--- src/rtl/dispid_pkg.sv ---
package dispid_pkg;

   // Sequencer states: each request state is followed by its response state.
   typedef enum logic [3:0] {
      S_IDLE    = 4'd0,
      S_EXT_REQ = 4'd1,
      S_EXT_RSP = 4'd2,
      S_BLK_REQ = 4'd3,
      S_BLK_RSP = 4'd4,
      S_TST_REQ = 4'd5,
      S_TST_RSP = 4'd6,
      S_WCS_REQ = 4'd7,
      S_WCS_RSP = 4'd8,
      S_WRC_REQ = 4'd9,
      S_WRC_RSP = 4'd10
   } seq_st_e;

   localparam logic SPACE_IDDEV = 1'b0;
   localparam logic SPACE_SINK  = 1'b1;

endpackage

--- src/rtl/dispid_beat_cnt.sv ---
module dispid_beat_cnt #(
   parameter int unsigned BLK_BYTES = 128
) (
   input  logic clk,
   input  logic rst_n,
   input  logic clr_i,
   input  logic inc_i,
   output logic last_o
);
   localparam int unsigned CW = $clog2(BLK_BYTES);

   logic [CW-1:0] cnt_q;

   always_ff @(posedge clk or negedge rst_n) begin
      if (!rst_n)
         cnt_q <= '0;
      else if (clr_i)
         cnt_q <= '0;
      else if (inc_i)
         cnt_q <= cnt_q + 1'b1;
   end

   assign last_o = (cnt_q == CW'(BLK_BYTES - 1));

   AST_CNT_RESTART: assert property (@(posedge clk) disable iff (!rst_n)
      clr_i |=> (cnt_q == '0) && !last_o);

endmodule

--- src/rtl/dispid_sum_acc.sv ---
module dispid_sum_acc #(
   parameter int unsigned DW = 8
) (
   input  logic          clk,
   input  logic          rst_n,
   input  logic          clr_i,
   input  logic          en_i,
   input  logic [DW-1:0] byte_i,
   output logic [DW-1:0] sum_nxt_o
);
   logic [DW-1:0] sum_q;

   // Wrapping add: the carry out of DW bits is dropped on purpose.
   assign sum_nxt_o = sum_q + byte_i;

   always_ff @(posedge clk or negedge rst_n) begin
      if (!rst_n)
         sum_q <= '0;
      else if (clr_i)
         sum_q <= '0;
      else if (en_i)
         sum_q <= sum_nxt_o;
   end

   AST_SUM_RESTART: assert property (@(posedge clk) disable iff (!rst_n)
      clr_i |=> (sum_q == '0));

endmodule

--- src/rtl/dispid_seq.sv ---
module dispid_seq
   import dispid_pkg::*;
#(
   parameter int unsigned ADDR_W        = 20,
   parameter int unsigned BLK_BYTES     = 128,
   parameter int unsigned MAX_BLKS      = 2,
   parameter logic [6:0]  DEV_ADDR      = 7'h50,
   parameter int unsigned TST_REQ_ADDR  = 32'h218,
   parameter int unsigned TST_CSUM_ADDR = 32'h261,
   parameter int unsigned TST_RESP_ADDR = 32'h260,
   parameter int unsigned TST_BIT       = 2,
   parameter logic [7:0]  RESP_CODE     = 8'h04
) (
   input  logic                         clk,
   input  logic                         rst_n,
   input  logic                         start_i,
   output logic                         req_valid_o,
   input  logic                         req_ready_i,
   output logic                         req_write_o,
   output logic                         req_space_o,
   output logic [6:0]                   req_dev_o,
   output logic [ADDR_W-1:0]            req_addr_o,
   output logic [$clog2(BLK_BYTES+1)-1:0] req_len_o,
   output logic [7:0]                   req_wdata_o,
   input  logic                         rsp_valid_i,
   output logic                         rsp_ready_o,
   input  logic [7:0]                   rsp_data_i,
   input  logic                         rsp_err_i,
   input  logic                         blk_last_i,
   input  logic [7:0]                   sum_nxt_i,
   output logic                         sum_clr_o,
   output logic                         beat_en_o,
   output logic                         done_o,
   output logic                         fail_o,
   output logic [7:0]                   csum_o
);
   localparam int unsigned LEN_W   = $clog2(BLK_BYTES + 1);
   localparam int unsigned BLK_SH  = $clog2(BLK_BYTES);
   localparam int unsigned BLK_W   = $clog2(MAX_BLKS + 1);
   localparam int unsigned EXT_OFS = BLK_BYTES - 2;

   seq_st_e          st_q;
   logic [BLK_W-1:0] blk_idx_q;
   logic [BLK_W-1:0] blk_tot_q;
   logic [BLK_W-1:0] blk_tot_w;
   logic [7:0]       csum_q;
   logic             done_q;
   logic             fail_q;
   logic             beat_fire;
   logic             more_blks;

   // Number of blocks implied by the extension byte on the response bus.
   generate
      if (MAX_BLKS == 1) begin : g_single
         assign blk_tot_w = BLK_W'(1);
      end else begin : g_multi
         always_comb begin
            if (rsp_data_i >= 8'(MAX_BLKS - 1))
               blk_tot_w = BLK_W'(MAX_BLKS);
            else
               blk_tot_w = BLK_W'(rsp_data_i) + 1'b1;
         end
      end
   endgenerate

   assign rsp_ready_o = (st_q == S_EXT_RSP) || (st_q == S_BLK_RSP) ||
                        (st_q == S_TST_RSP) || (st_q == S_WCS_RSP) ||
                        (st_q == S_WRC_RSP);
   assign beat_fire   = rsp_valid_i && rsp_ready_o;
   assign sum_clr_o   = (st_q == S_BLK_REQ) && req_ready_i;
   assign beat_en_o   = beat_fire && (st_q == S_BLK_RSP);
   assign more_blks   = (blk_idx_q + 1'b1) < blk_tot_q;

   // Request fields: decoded from state and held registers only.
   always_comb begin
      req_valid_o = 1'b0;
      req_write_o = 1'b0;
      req_space_o = SPACE_IDDEV;
      req_dev_o   = DEV_ADDR;
      req_addr_o  = '0;
      req_len_o   = LEN_W'(1);
      req_wdata_o = 8'h00;
      unique case (st_q)
         S_EXT_REQ: begin
            req_valid_o = 1'b1;
            req_addr_o  = ADDR_W'(EXT_OFS);
         end
         S_BLK_REQ: begin
            req_valid_o = 1'b1;
            req_addr_o  = ADDR_W'(blk_idx_q) << BLK_SH;
            req_len_o   = LEN_W'(BLK_BYTES);
         end
         S_TST_REQ: begin
            req_valid_o = 1'b1;
            req_space_o = SPACE_SINK;
            req_addr_o  = ADDR_W'(TST_REQ_ADDR);
         end
         S_WCS_REQ: begin
            req_valid_o = 1'b1;
            req_write_o = 1'b1;
            req_space_o = SPACE_SINK;
            req_addr_o  = ADDR_W'(TST_CSUM_ADDR);
            req_wdata_o = csum_q;
         end
         S_WRC_REQ: begin
            req_valid_o = 1'b1;
            req_write_o = 1'b1;
            req_space_o = SPACE_SINK;
            req_addr_o  = ADDR_W'(TST_RESP_ADDR);
            req_wdata_o = RESP_CODE;
         end
         default: ;
      endcase
   end

   always_ff @(posedge clk or negedge rst_n) begin
      if (!rst_n) begin
         st_q      <= S_IDLE;
         blk_idx_q <= '0;
         blk_tot_q <= BLK_W'(1);
         csum_q    <= 8'h00;
         done_q    <= 1'b0;
         fail_q    <= 1'b0;
      end else begin
         done_q <= 1'b0;
         unique case (st_q)
            S_IDLE: begin
               if (start_i) begin
                  fail_q    <= 1'b0;
                  blk_idx_q <= '0;
                  st_q      <= S_EXT_REQ;
               end
            end
            S_EXT_REQ: if (req_ready_i) st_q <= S_EXT_RSP;
            S_EXT_RSP: begin
               if (beat_fire) begin
                  if (rsp_err_i) begin
                     done_q <= 1'b1;
                     fail_q <= 1'b1;
                     st_q   <= S_IDLE;
                  end else begin
                     blk_tot_q <= blk_tot_w;
                     st_q      <= S_BLK_REQ;
                  end
               end
            end
            S_BLK_REQ: if (req_ready_i) st_q <= S_BLK_RSP;
            S_BLK_RSP: begin
               if (beat_fire) begin
                  if (rsp_err_i) begin
                     done_q <= 1'b1;
                     fail_q <= 1'b1;
                     st_q   <= S_IDLE;
                  end else if (blk_last_i) begin
                     csum_q <= rsp_data_i;
                     if (sum_nxt_i != 8'h00) begin
                        done_q <= 1'b1;
                        fail_q <= 1'b1;
                        st_q   <= S_IDLE;
                     end else if (more_blks) begin
                        blk_idx_q <= blk_idx_q + 1'b1;
                        st_q      <= S_BLK_REQ;
                     end else begin
                        st_q <= S_TST_REQ;
                     end
                  end
               end
            end
            S_TST_REQ: if (req_ready_i) st_q <= S_TST_RSP;
            S_TST_RSP: begin
               if (beat_fire) begin
                  if (rsp_err_i) begin
                     done_q <= 1'b1;
                     fail_q <= 1'b1;
                     st_q   <= S_IDLE;
                  end else if (rsp_data_i[TST_BIT]) begin
                     st_q <= S_WCS_REQ;
                  end else begin
                     done_q <= 1'b1;
                     st_q   <= S_IDLE;
                  end
               end
            end
            S_WCS_REQ: if (req_ready_i) st_q <= S_WCS_RSP;
            S_WCS_RSP: begin
               if (beat_fire) begin
                  if (rsp_err_i) begin
                     done_q <= 1'b1;
                     fail_q <= 1'b1;
                     st_q   <= S_IDLE;
                  end else begin
                     st_q <= S_WRC_REQ;
                  end
               end
            end
            S_WRC_REQ: if (req_ready_i) st_q <= S_WRC_RSP;
            S_WRC_RSP: begin
               if (beat_fire) begin
                  done_q <= 1'b1;
                  fail_q <= rsp_err_i;
                  st_q   <= S_IDLE;
               end
            end
            default: st_q <= S_IDLE;
         endcase
      end
   end

   assign done_o = done_q;
   assign fail_o = fail_q;
   assign csum_o = csum_q;

   AST_REQ_HOLD: assert property (@(posedge clk) disable iff (!rst_n)
      (req_valid_o && !req_ready_i) |=> req_valid_o && $stable(req_addr_o) && $stable(req_write_o) && $stable(req_space_o) && $stable(req_len_o) && $stable(req_wdata_o));
   AST_DONE_ONE_CYCLE: assert property (@(posedge clk) disable iff (!rst_n)
      done_o |=> !done_o);
   AST_FAIL_KEEP: assert property (@(posedge clk) disable iff (!rst_n)
      (fail_o && !start_i) |=> fail_o);
   AST_ERR_ENDS: assert property (@(posedge clk) disable iff (!rst_n)
      (beat_fire && rsp_err_i) |=> done_o && fail_o && !req_valid_o);
   AST_BAD_SUM_ENDS: assert property (@(posedge clk) disable iff (!rst_n)
      (beat_en_o && blk_last_i && (sum_nxt_i != 8'h00)) |=> done_o && fail_o && !req_valid_o);
   AST_WRITE_TO_SINK: assert property (@(posedge clk) disable iff (!rst_n)
      (req_valid_o && req_write_o) |-> (req_space_o == SPACE_SINK));
   AST_NO_READY_IDLE: assert property (@(posedge clk) disable iff (!rst_n)
      (st_q == S_IDLE) |-> !rsp_ready_o && !req_valid_o);

endmodule

--- src/rtl/dispid_csum_reader.sv ---
module dispid_csum_reader #(
   parameter int unsigned ADDR_W        = 20,
   parameter int unsigned BLK_BYTES     = 128,
   parameter int unsigned MAX_BLKS      = 2,
   parameter logic [6:0]  DEV_ADDR      = 7'h50,
   parameter int unsigned TST_REQ_ADDR  = 32'h218,
   parameter int unsigned TST_CSUM_ADDR = 32'h261,
   parameter int unsigned TST_RESP_ADDR = 32'h260,
   parameter int unsigned TST_BIT       = 2,
   parameter logic [7:0]  RESP_CODE     = 8'h04,
   localparam int unsigned LEN_W        = $clog2(BLK_BYTES + 1)
) (
   input  logic              clk,
   input  logic              rst_n,
   input  logic              start_i,
   output logic              req_valid_o,
   input  logic              req_ready_i,
   output logic              req_write_o,
   output logic              req_space_o,
   output logic [6:0]        req_dev_o,
   output logic [ADDR_W-1:0] req_addr_o,
   output logic [LEN_W-1:0]  req_len_o,
   output logic [7:0]        req_wdata_o,
   input  logic              rsp_valid_i,
   output logic              rsp_ready_o,
   input  logic [7:0]        rsp_data_i,
   input  logic              rsp_err_i,
   output logic              done_o,
   output logic              fail_o,
   output logic [7:0]        csum_o
);
   // Elaboration-time parameter checks.
   generate
      if (BLK_BYTES < 4 || (BLK_BYTES & (BLK_BYTES - 1)) != 0) begin : g_bad_blk
         $error("BLK_BYTES must be a power of two of at least 4");
      end
      if (MAX_BLKS < 1 || MAX_BLKS > 255) begin : g_bad_max
         $error("MAX_BLKS must lie in 1..255");
      end
      if (TST_BIT > 7) begin : g_bad_bit
         $error("TST_BIT must select a bit of a byte");
      end
      if (ADDR_W < $clog2(BLK_BYTES * MAX_BLKS) || ADDR_W > 32) begin : g_bad_aw
         $error("ADDR_W cannot reach every block offset");
      end
   endgenerate

   logic       blk_last;
   logic [7:0] sum_nxt;
   logic       sum_clr;
   logic       beat_en;

   dispid_seq #(
      .ADDR_W        (ADDR_W),
      .BLK_BYTES     (BLK_BYTES),
      .MAX_BLKS      (MAX_BLKS),
      .DEV_ADDR      (DEV_ADDR),
      .TST_REQ_ADDR  (TST_REQ_ADDR),
      .TST_CSUM_ADDR (TST_CSUM_ADDR),
      .TST_RESP_ADDR (TST_RESP_ADDR),
      .TST_BIT       (TST_BIT),
      .RESP_CODE     (RESP_CODE)
   ) i_seq (
      .clk         (clk),
      .rst_n       (rst_n),
      .start_i     (start_i),
      .req_valid_o (req_valid_o),
      .req_ready_i (req_ready_i),
      .req_write_o (req_write_o),
      .req_space_o (req_space_o),
      .req_dev_o   (req_dev_o),
      .req_addr_o  (req_addr_o),
      .req_len_o   (req_len_o),
      .req_wdata_o (req_wdata_o),
      .rsp_valid_i (rsp_valid_i),
      .rsp_ready_o (rsp_ready_o),
      .rsp_data_i  (rsp_data_i),
      .rsp_err_i   (rsp_err_i),
      .blk_last_i  (blk_last),
      .sum_nxt_i   (sum_nxt),
      .sum_clr_o   (sum_clr),
      .beat_en_o   (beat_en),
      .done_o      (done_o),
      .fail_o      (fail_o),
      .csum_o      (csum_o)
   );

   dispid_beat_cnt #(
      .BLK_BYTES (BLK_BYTES)
   ) i_beat_cnt (
      .clk    (clk),
      .rst_n  (rst_n),
      .clr_i  (sum_clr),
      .inc_i  (beat_en),
      .last_o (blk_last)
   );

   dispid_sum_acc #(
      .DW (8)
   ) i_sum_acc (
      .clk       (clk),
      .rst_n     (rst_n),
      .clr_i     (sum_clr),
      .en_i      (beat_en),
      .byte_i    (rsp_data_i),
      .sum_nxt_o (sum_nxt)
   );

endmodule

--- config.mk ---
export PLATFORM = sky130hd
export DESIGN_NAME = dispid_csum_reader
export DESIGN_NICKNAME = d
export VERILOG_FILES = /design/src/rtl/dispid_pkg.sv /design/src/rtl/dispid_beat_cnt.sv /design/src/rtl/dispid_sum_acc.sv /design/src/rtl/dispid_seq.sv /design/src/rtl/dispid_csum_reader.sv
export SDC_FILE = /design/constraint.sdc
export NUM_CORES = 1
export LEC_CHECK = 0
export CORE_MARGIN = 4
export CORE_UTILIZATION = 49
export DETAILED_ROUTE_END_ITERATION = 7
export PLACE_DENSITY = 0.81
export SLEW_MARGIN = 20
export SYNTH_ARGS = -nofsm -noshare
export SYNTH_HDL_FRONTEND = slang
export SYNTH_SLANG_ARGS = --single-unit
--- constraint.sdc ---
create_clock -name clk -period 3.8 [get_ports clk]
set_clock_uncertainty 0.2 [all_clocks]
set_input_delay 0.38 -clock clk [delete_from_list [all_inputs] [get_ports clk]]
set_output_delay 0.38 -clock clk [all_outputs]
set_load 0.01 [all_outputs]
==> summary.md, run 1 <==
| Metric | Value |
|---|---|
| Outcome | finished, final reports clean |
| Share of the synthesized area in the top cell type | 30.9% |
| Largest net degree at the start of global routing | 34 |
| First-pass GRT wire length | around 10000 um |
| Worst slew margin | 54.9% |
| Hold WC Path Type | input pin to asynchronous set/reset pin |
| FF+latch count, synth | 33 |
| Clock transition at path regs | 0.07 ns |
| CP endpoint kind | flop |
| CTS Buf Count | 5 |
| Synth top area cells | dfrtp_1, buf_4, ha_1, nand2_1, nor2_1 |
| Wire length per cell | 15.0 um |
| Via count | 2244 |
| Startpoint types | input pin |
| Most frequent cell after synthesis | dfrtp_1 |
| Postcts setup bufs | 0 |
| Initial Utilization | 50.7% |
| Clk buf depth | 2 |
| DRC viols | 0 |
| Yosys warns | 0 |
| Post-Layout Inst Area | 0.00305 mm2 |
| Comb power frac | a little over half |
| H-Tree Depth | 2 |
| CP peak stage delay | 0.48 ns |
| GPL Wtd Cong | 0.954 |
| Max-Cap Viols | 0 |
| Lkg Pwr | about 1.3 nW |
| Syn Inst Count | 300 |
| N_diodes | 0 |
| Core region area | 0.00511 mm2 |
| Area delta synth->final | 17.9% |
| Critical path peak fanout | 9 |
| Yosys cell types | 64 |
| Slowest stage cell on the critical path | clkdlybuf4s50_1 |
| WP data arrival | around 3.3 ns |
| RSZ-0062 raised after global routing | false |
| FF-to-FF setup slack | 0.75 ns |
| Maximum VDD drop | between 0.0003 and 0.0004 V |
| Buffers & Inverters on Critical Path | 1 |
| Setup CP Type | input pin to flop |
| P_sw | between 0.7 and 0.8 mW |
| Antenna-violating nets left | 0 |
| CTS root buf | clkbuf_8 |
| Sw Share | 42.8% |
| Avg Cell Area, Syn | 8.63 um2 |
| Clock power frac | 16.2% |
| Commonest register cell after synthesis | dfrtp_1 |
| Initial DRC count | roughly 170 |
| Family with the most delay on the worst path | compound AO/OA/AOI/OAI gates |
| Die Ht | 80.7 um |
| Clk Latency, worst-skew pair | between 0.2 and 0.3 ns |
| Die W | slightly above 80 um |
| Cell Int Power | between 1 and 1.5 mW |
| Layout cells sized above 1 | a little under a tenth |
| PnR worst setup slack | 0.499 ns |
| GRT Overall Usage | roughly a fifth |
| Hpwl dp | 4640 um |
| CTS tree | done |
| Hold_ws | 0.290 ns |
| WL final | 6130 um |
| GRT Residual Overflow | 0 |
| Critical-path cell list | clkdlybuf4s50_1, ha_1, fa_1, a211oi_1, o21ba_2, o221ai_1, nor3_4, a31oi_2, mux2_4 |
| Cts repair resizes | 0 |
| Sequential power share | between 30% and 40% |
| FILL cells | between 400 and 500 |
| Post-synthesis sequential area ratio | a little under a third |
| Num rows | 26 |
| FMAX | a little over 0.3 GHz |
| Vias per std cell | 5.49 |
| Critical path data required time | 3.78 ns |
| Slew Limit Fails | 0 |
| Drt pass-1 iters | 4 |
| Num Clock Sinks | 33 |
| Min Clock Period, post-route | 3.30 ns |
| Final hold violations | 0 |
| Setup WS pre-CTS | 0.247 ns |
| Hold_buf cts | 0 |
| Post-synthesis cell area | 0.00259 mm2 |
| Slew @ Worst Pin | 0.677 ns |
| Synth cell count leaders | dfrtp_1, buf_4, nand2_1, nor2_1, a21oi_1 |
| PortBufs | 47 |
| Final core occ | between 50% and 60% |
| Number of nets in the layout | 364 |
| PwrDens | roughly 600 mW/mm2 |
| Setup TNS | 0 ns |
| Tcrit/Tclk final | 86.9% |
| Io pins | 71 |
| Post-Place Cell Area | 0.00295 mm2 |
| Post-synth EDFFs | 0 |
| Setup violators final | 0 |
| Die area | 0.00651 mm2 |
| Antenna violations before repair | 0 |
| Area leader, netlist | dfrtp_1 |
| Ys async rst share | 100% |
| Vias in the first global route | 2161 |
[cell type report]
type                       instances  area, um2  share of cell area (%)
clock buffer                       7       96.3                    3.16
timing repair buffer              48        478                    15.7
multi-input combinational        237       1510                    49.5
inverter                          13       48.8                    1.60
tap                               70       87.6                    2.87
sequential                        33        827                    27.1
clock inverter                     1       5.00                   0.164
[stage by stage]
step	std cells	power, mW
floorplan	321	1.28
global placement	401	1.50
detailed placement	401	1.53
CTS	409	1.82
global route	409	1.97
finish	409	1.83
[power groups by stage]
stage               Sequential [mW]  Combinational [mW]  Clock, mW
finish                        0.557               0.974      0.295
global route                  0.575                1.08      0.317
CTS                           0.554               0.971      0.300
detailed placement            0.560               0.965          0
global placement              0.559               0.941          0
floorplan                     0.492               0.791          0
[worst paths after layout]
| check | from | end | cells past startpoint |
|---|---|---|---|
| worst max-delay path | rsp_data_i[0] | i_seq.fail_o$_DFFE_PN0P_ | 9 |
| worst min-delay path | rst_n | i_beat_cnt.cnt_q[2]$_DFFE_PN0P_ | 2 |
| worst max register to register | i_sum_acc.sum_q[0]$_DFFE_PN0P_ | i_seq.fail_o$_DFFE_PN0P_ | 8 |
| worst min register to register | i_seq.blk_tot_q[0]$_DFFE_PN1P_ | i_seq.blk_tot_q[0]$_DFFE_PN1P_ | 2 |
| max in group asynchronous | rst_n | i_seq.blk_tot_q[0]$_DFFE_PN1P_ | 2 |
| min in group clk | i_seq.blk_tot_q[0]$_DFFE_PN1P_ | i_seq.blk_tot_q[0]$_DFFE_PN1P_ | 2 |
[layout by cell type (no fill, tap or decap), drive strengths merged, types with 4 or more instances in the layout]
cell           count
o21a               4
clkbuf             7
and3               4
and2              13
inv               12
ha                11
nor3               6
o21ai             18
nor2b              6
a211oi             7
dfrtp             32
nor3b              4
nand2             24
nand3             15
conb              23
o31ai              5
nor2              24
nand4              5
a21oi             17
mux2               7
xor2               5
clkdlybuf4s50     47
[cells by family (layout without fill, tap and decap cells)]
| kind of cell | Yosys count | after routing | share of synthesized area, % |
|---|---|---|---|
| flip-flops | 33 | 33 | 31.9 |
| adder cells (fa/ha/maj) | 12 | 12 | 6.09 |
| AO/OA/AOI/OAI | 74 | 74 | 19.4 |
| AND/OR/NAND/NOR | 112 | 112 | 23.2 |
| other | 2 | 23 | 0.290 |
| buffers and inverters | 51 | 69 | 12.8 |
| XOR/XNOR | 7 | 7 | 2.37 |
| multiplexers | 9 | 9 | 3.96 |
[layer usage]
layer  vias to the layer above  global-route usage (%)  wire, um
met5                         -                       0         0
met4                         0                    5.74        55
met3                         6                    3.48       416
met2                        78                    33.4      3020
met1                      1059                    26.0      2640
li1                       1101                       -         -
[state kept, by name, summed over array words and instances (netlist names)]
signal / flops
i_beat_cnt.cnt_q: 7
i_seq.blk_idx_q: 2
i_seq.blk_tot_q: 2
i_seq.csum_o: 8
i_seq.done_o: 1
i_seq.fail_o: 1
i_seq.st_q: 4
i_sum_acc.sum_q: 8
[worst register-to-register path: cells and delay by family, from the launching register on]
family | cells | cell delay [ns]
fa+ha+maj | 2 | 0.67
flops | 1 | 0.38
mux | 1 | 0.31
simple gates | 1 | 0.40
compound gates | 4 | 0.98
(Power assumes the default switching activity.)
==> run 2, diff against run 1 <==
Settings changed: ABC_CLOCK_PERIOD_IN_PS set to 3800, PLACE_DENSITY 0.81 to 0.89.
==> summary.md, run 2 (synthesis gave the netlist of run 1 again) <==
| Metric | Value |
|---|---|
| Clk buf depth | 2 |
| Buffers & Inverters on Critical Path | 1 |
| Via count | roughly 2300 |
| Wire length per cell | around 15 um |
| CTS Buf Count | 5 |
| Vias in the first global route | 2147 |
| Largest net degree at the start of global routing | 34 |
| CTS root buf | clkbuf_8 |
| GPL Wtd Cong | ~0.91 |
| Critical-path cell list | clkdlybuf4s50_1, ha_1, fa_1, a211oi_1, o21ba_2, o221ai_1, nor3_4, a31oi_2, mux2_4 |
| Area delta synth->final | 18.7% |
| CP peak stage delay | between 0.4 and 0.5 ns |
| Tcrit/Tclk final | between 80 and 90% |
| PwrDens | 611 mW/mm2 |
| Slew Limit Fails | 0 |
| Num Clock Sinks | 33 |
| Hold WC Path Type | input pin to asynchronous set/reset pin |
| Top layer in use | met4 |
| Hold_buf cts | 0 |
| Initial Utilization | 50.7% |
| Setup violators final | 0 |
| Critical Path Source | rsp_data_i[0] |
| WL final | between 6000 and 7000 um |
| Postcts setup bufs | 0 |
| Lkg Pwr | 1.36 nW |
| Critical path peak fanout | 9 |
| Levels on crit path | 9 |
| Vias per std cell | 5.57 |
| Clock transition at path regs | 0.08 ns |
| FF-to-FF setup slack | 0.83 ns |
| Antenna violations before repair | 0 |
| Outcome | finished, final reports clean |
| GRT Residual Overflow | 0 |
| Cts repair resizes | 0 |
| Final hold violations | 0 |
| Critical path data required time | ~3.8 ns |
| Family with the most delay on the worst path | compound AO/OA/AOI/OAI gates |
| Worst slew margin | 54.7% |
| Most common cell after layout, fill and taps aside | clkdlybuf4s50_1 |
| H-Tree Depth | 2 |
| Layout Cells excl Fill | 410 |
| Antenna-violating nets left | 0 |
| Layout cells sized above 1 | 9.12% |
| Die W | 80.7 um |
| Max-Cap Viols | 0 |
| Drt pass-1 iters | 4 |
| Final core occ | 60.2% |
| Most frequent cells in the layout | clkdlybuf4s50_1, dfrtp_1, nand2_1, nor2_1, conb_1 |
| Worst reg2reg path startpoint | i_sum_acc.sum_q[0]$_DFFE_PN0P_ |
| Total power | 1.88 mW |
| Startpoint types | input pin |
| Min Clock Period, post-route | 3.22 ns |
| Clk Latency, worst-skew pair | roughly 0.29 ns |
| M1 WL | between 2000 and 3000 um |
| Hpwl dp | around 4700 um |
| Core region area | 0.00511 mm2 |
| CTS tree | done |
| RSZ-0062 raised after global routing | false |
| R2r worst-path depth | 8 |
| Number of nets in the layout | 365 |
| Placed cells | approximately 400 |
| Die area | 0.00651 mm2 |
| Setup TNS | 0 ns |
| Worst Setup EP | i_seq.fail_o$_DFFE_PN0P_ |
| Die Ht | 80.7 um |
| CP endpoint kind | flop |
| First-pass GRT wire length | 10200 um |
| PortBufs | 47 |
| FF-to-FF End | i_seq.fail_o$_DFFE_PN0P_ |
| Met3 WL | approximately 400 um |
| WP data arrival | roughly 3.2 ns |
| Slowest stage cell on the critical path | clkdlybuf4s50_1 |
| Setup CP Type | input pin to flop |
| Slew @ Worst Pin | about 0.68 ns |
| GRT Overall Usage | 20.2% |
| Io pins | 71 |
| DRC viols | 0 |
| FMAX | 0.310 GHz |
| Num rows | 26 |
| N_diodes | 0 |
| WL met2 | 2950 um |
| Initial DRC count | roughly 210 |
| Maximum VDD drop | 0.000248 V |
==> run 2: cell types whose count changed in the layout (fill, tap and decap cells not counted) <==
cell,before,now
clkbuf_8,7,6
buf_4,1,2
clkbuf_1,0,1
clkinv_2,1,0
bufinv_16,0,1
==> run 2: routing by layer <==
metal	track usage [%]	vias up
met1	25.8	1090
li1	-	1103
met3	4.26	14
met2	33.7	76
met4	7.09	0
met5	0	-
==> run 2: worst min-delay path by stage <==
stage / startpoint / to / slack [ns] / cells past startpoint
2_1_floorplan: rst_n / i_beat_cnt.cnt_q[0]$_DFFE_PN0P_ / -0.12 / 0
3_3_place_gp: i_seq.csum_o[0]$_DFFE_PN0P_ / i_seq.csum_o[0]$_DFFE_PN0P_ / 0.29 / 2
3_5_place_dp: i_sum_acc.sum_q[0]$_DFFE_PN0P_ / i_sum_acc.sum_q[0]$_DFFE_PN0P_ / 0.29 / 2
4_1_cts: i_seq.blk_tot_q[0]$_DFFE_PN1P_ / i_seq.blk_tot_q[0]$_DFFE_PN1P_ / 0.30 / 2
5_1_grt: i_seq.blk_tot_q[0]$_DFFE_PN1P_ / i_seq.blk_tot_q[0]$_DFFE_PN1P_ / 0.32 / 2
6_report: rst_n / i_sum_acc.sum_q[4]$_DFFE_PN0P_ / 0.29 / 2
==> run 2: final cells by class <==
class	instances	area, um2
inverter	13	48.8
timing repair buffer	49	485
clock buffer	7	86.3
tap	70	87.6
fill	448	2030
sequential	33	827
multi-input combinational	237	1510
clock inverter	1	30.0
==> run 2: worst reg2reg max path: stages (launching register included) <==
cell and delay, ns:
dfrtp_1 0.38, ha_1 0.22, fa_1 0.44, a211oi_1 0.36
o21ba_2 0.22, o221ai_1 0.17, nor3_4 0.38, a31oi_2 0.16
mux2_4 0.32
==> run 2: report_power, final <==
part / leakage (nW) / internal (mW) / switching (mW)
registers: 0.437 / 0.432 / 0.125
clock network: 0.0585 / 0.214 / 0.137
logic: 0.860 / 0.449 / 0.523
==> run 2: stage by stage <==
stage	hold WS (ns)	cell area (um2)	setup WS [ns]
2_1_floorplan	-0.116	2670	1.02
3_3_place_gp	0.286	2960	0.383
4_1_cts	0.304	3080	0.579
3_5_place_dp	0.289	2960	0.293
6_report	0.294	3080	0.576
5_1_grt	0.316	3080	0.333
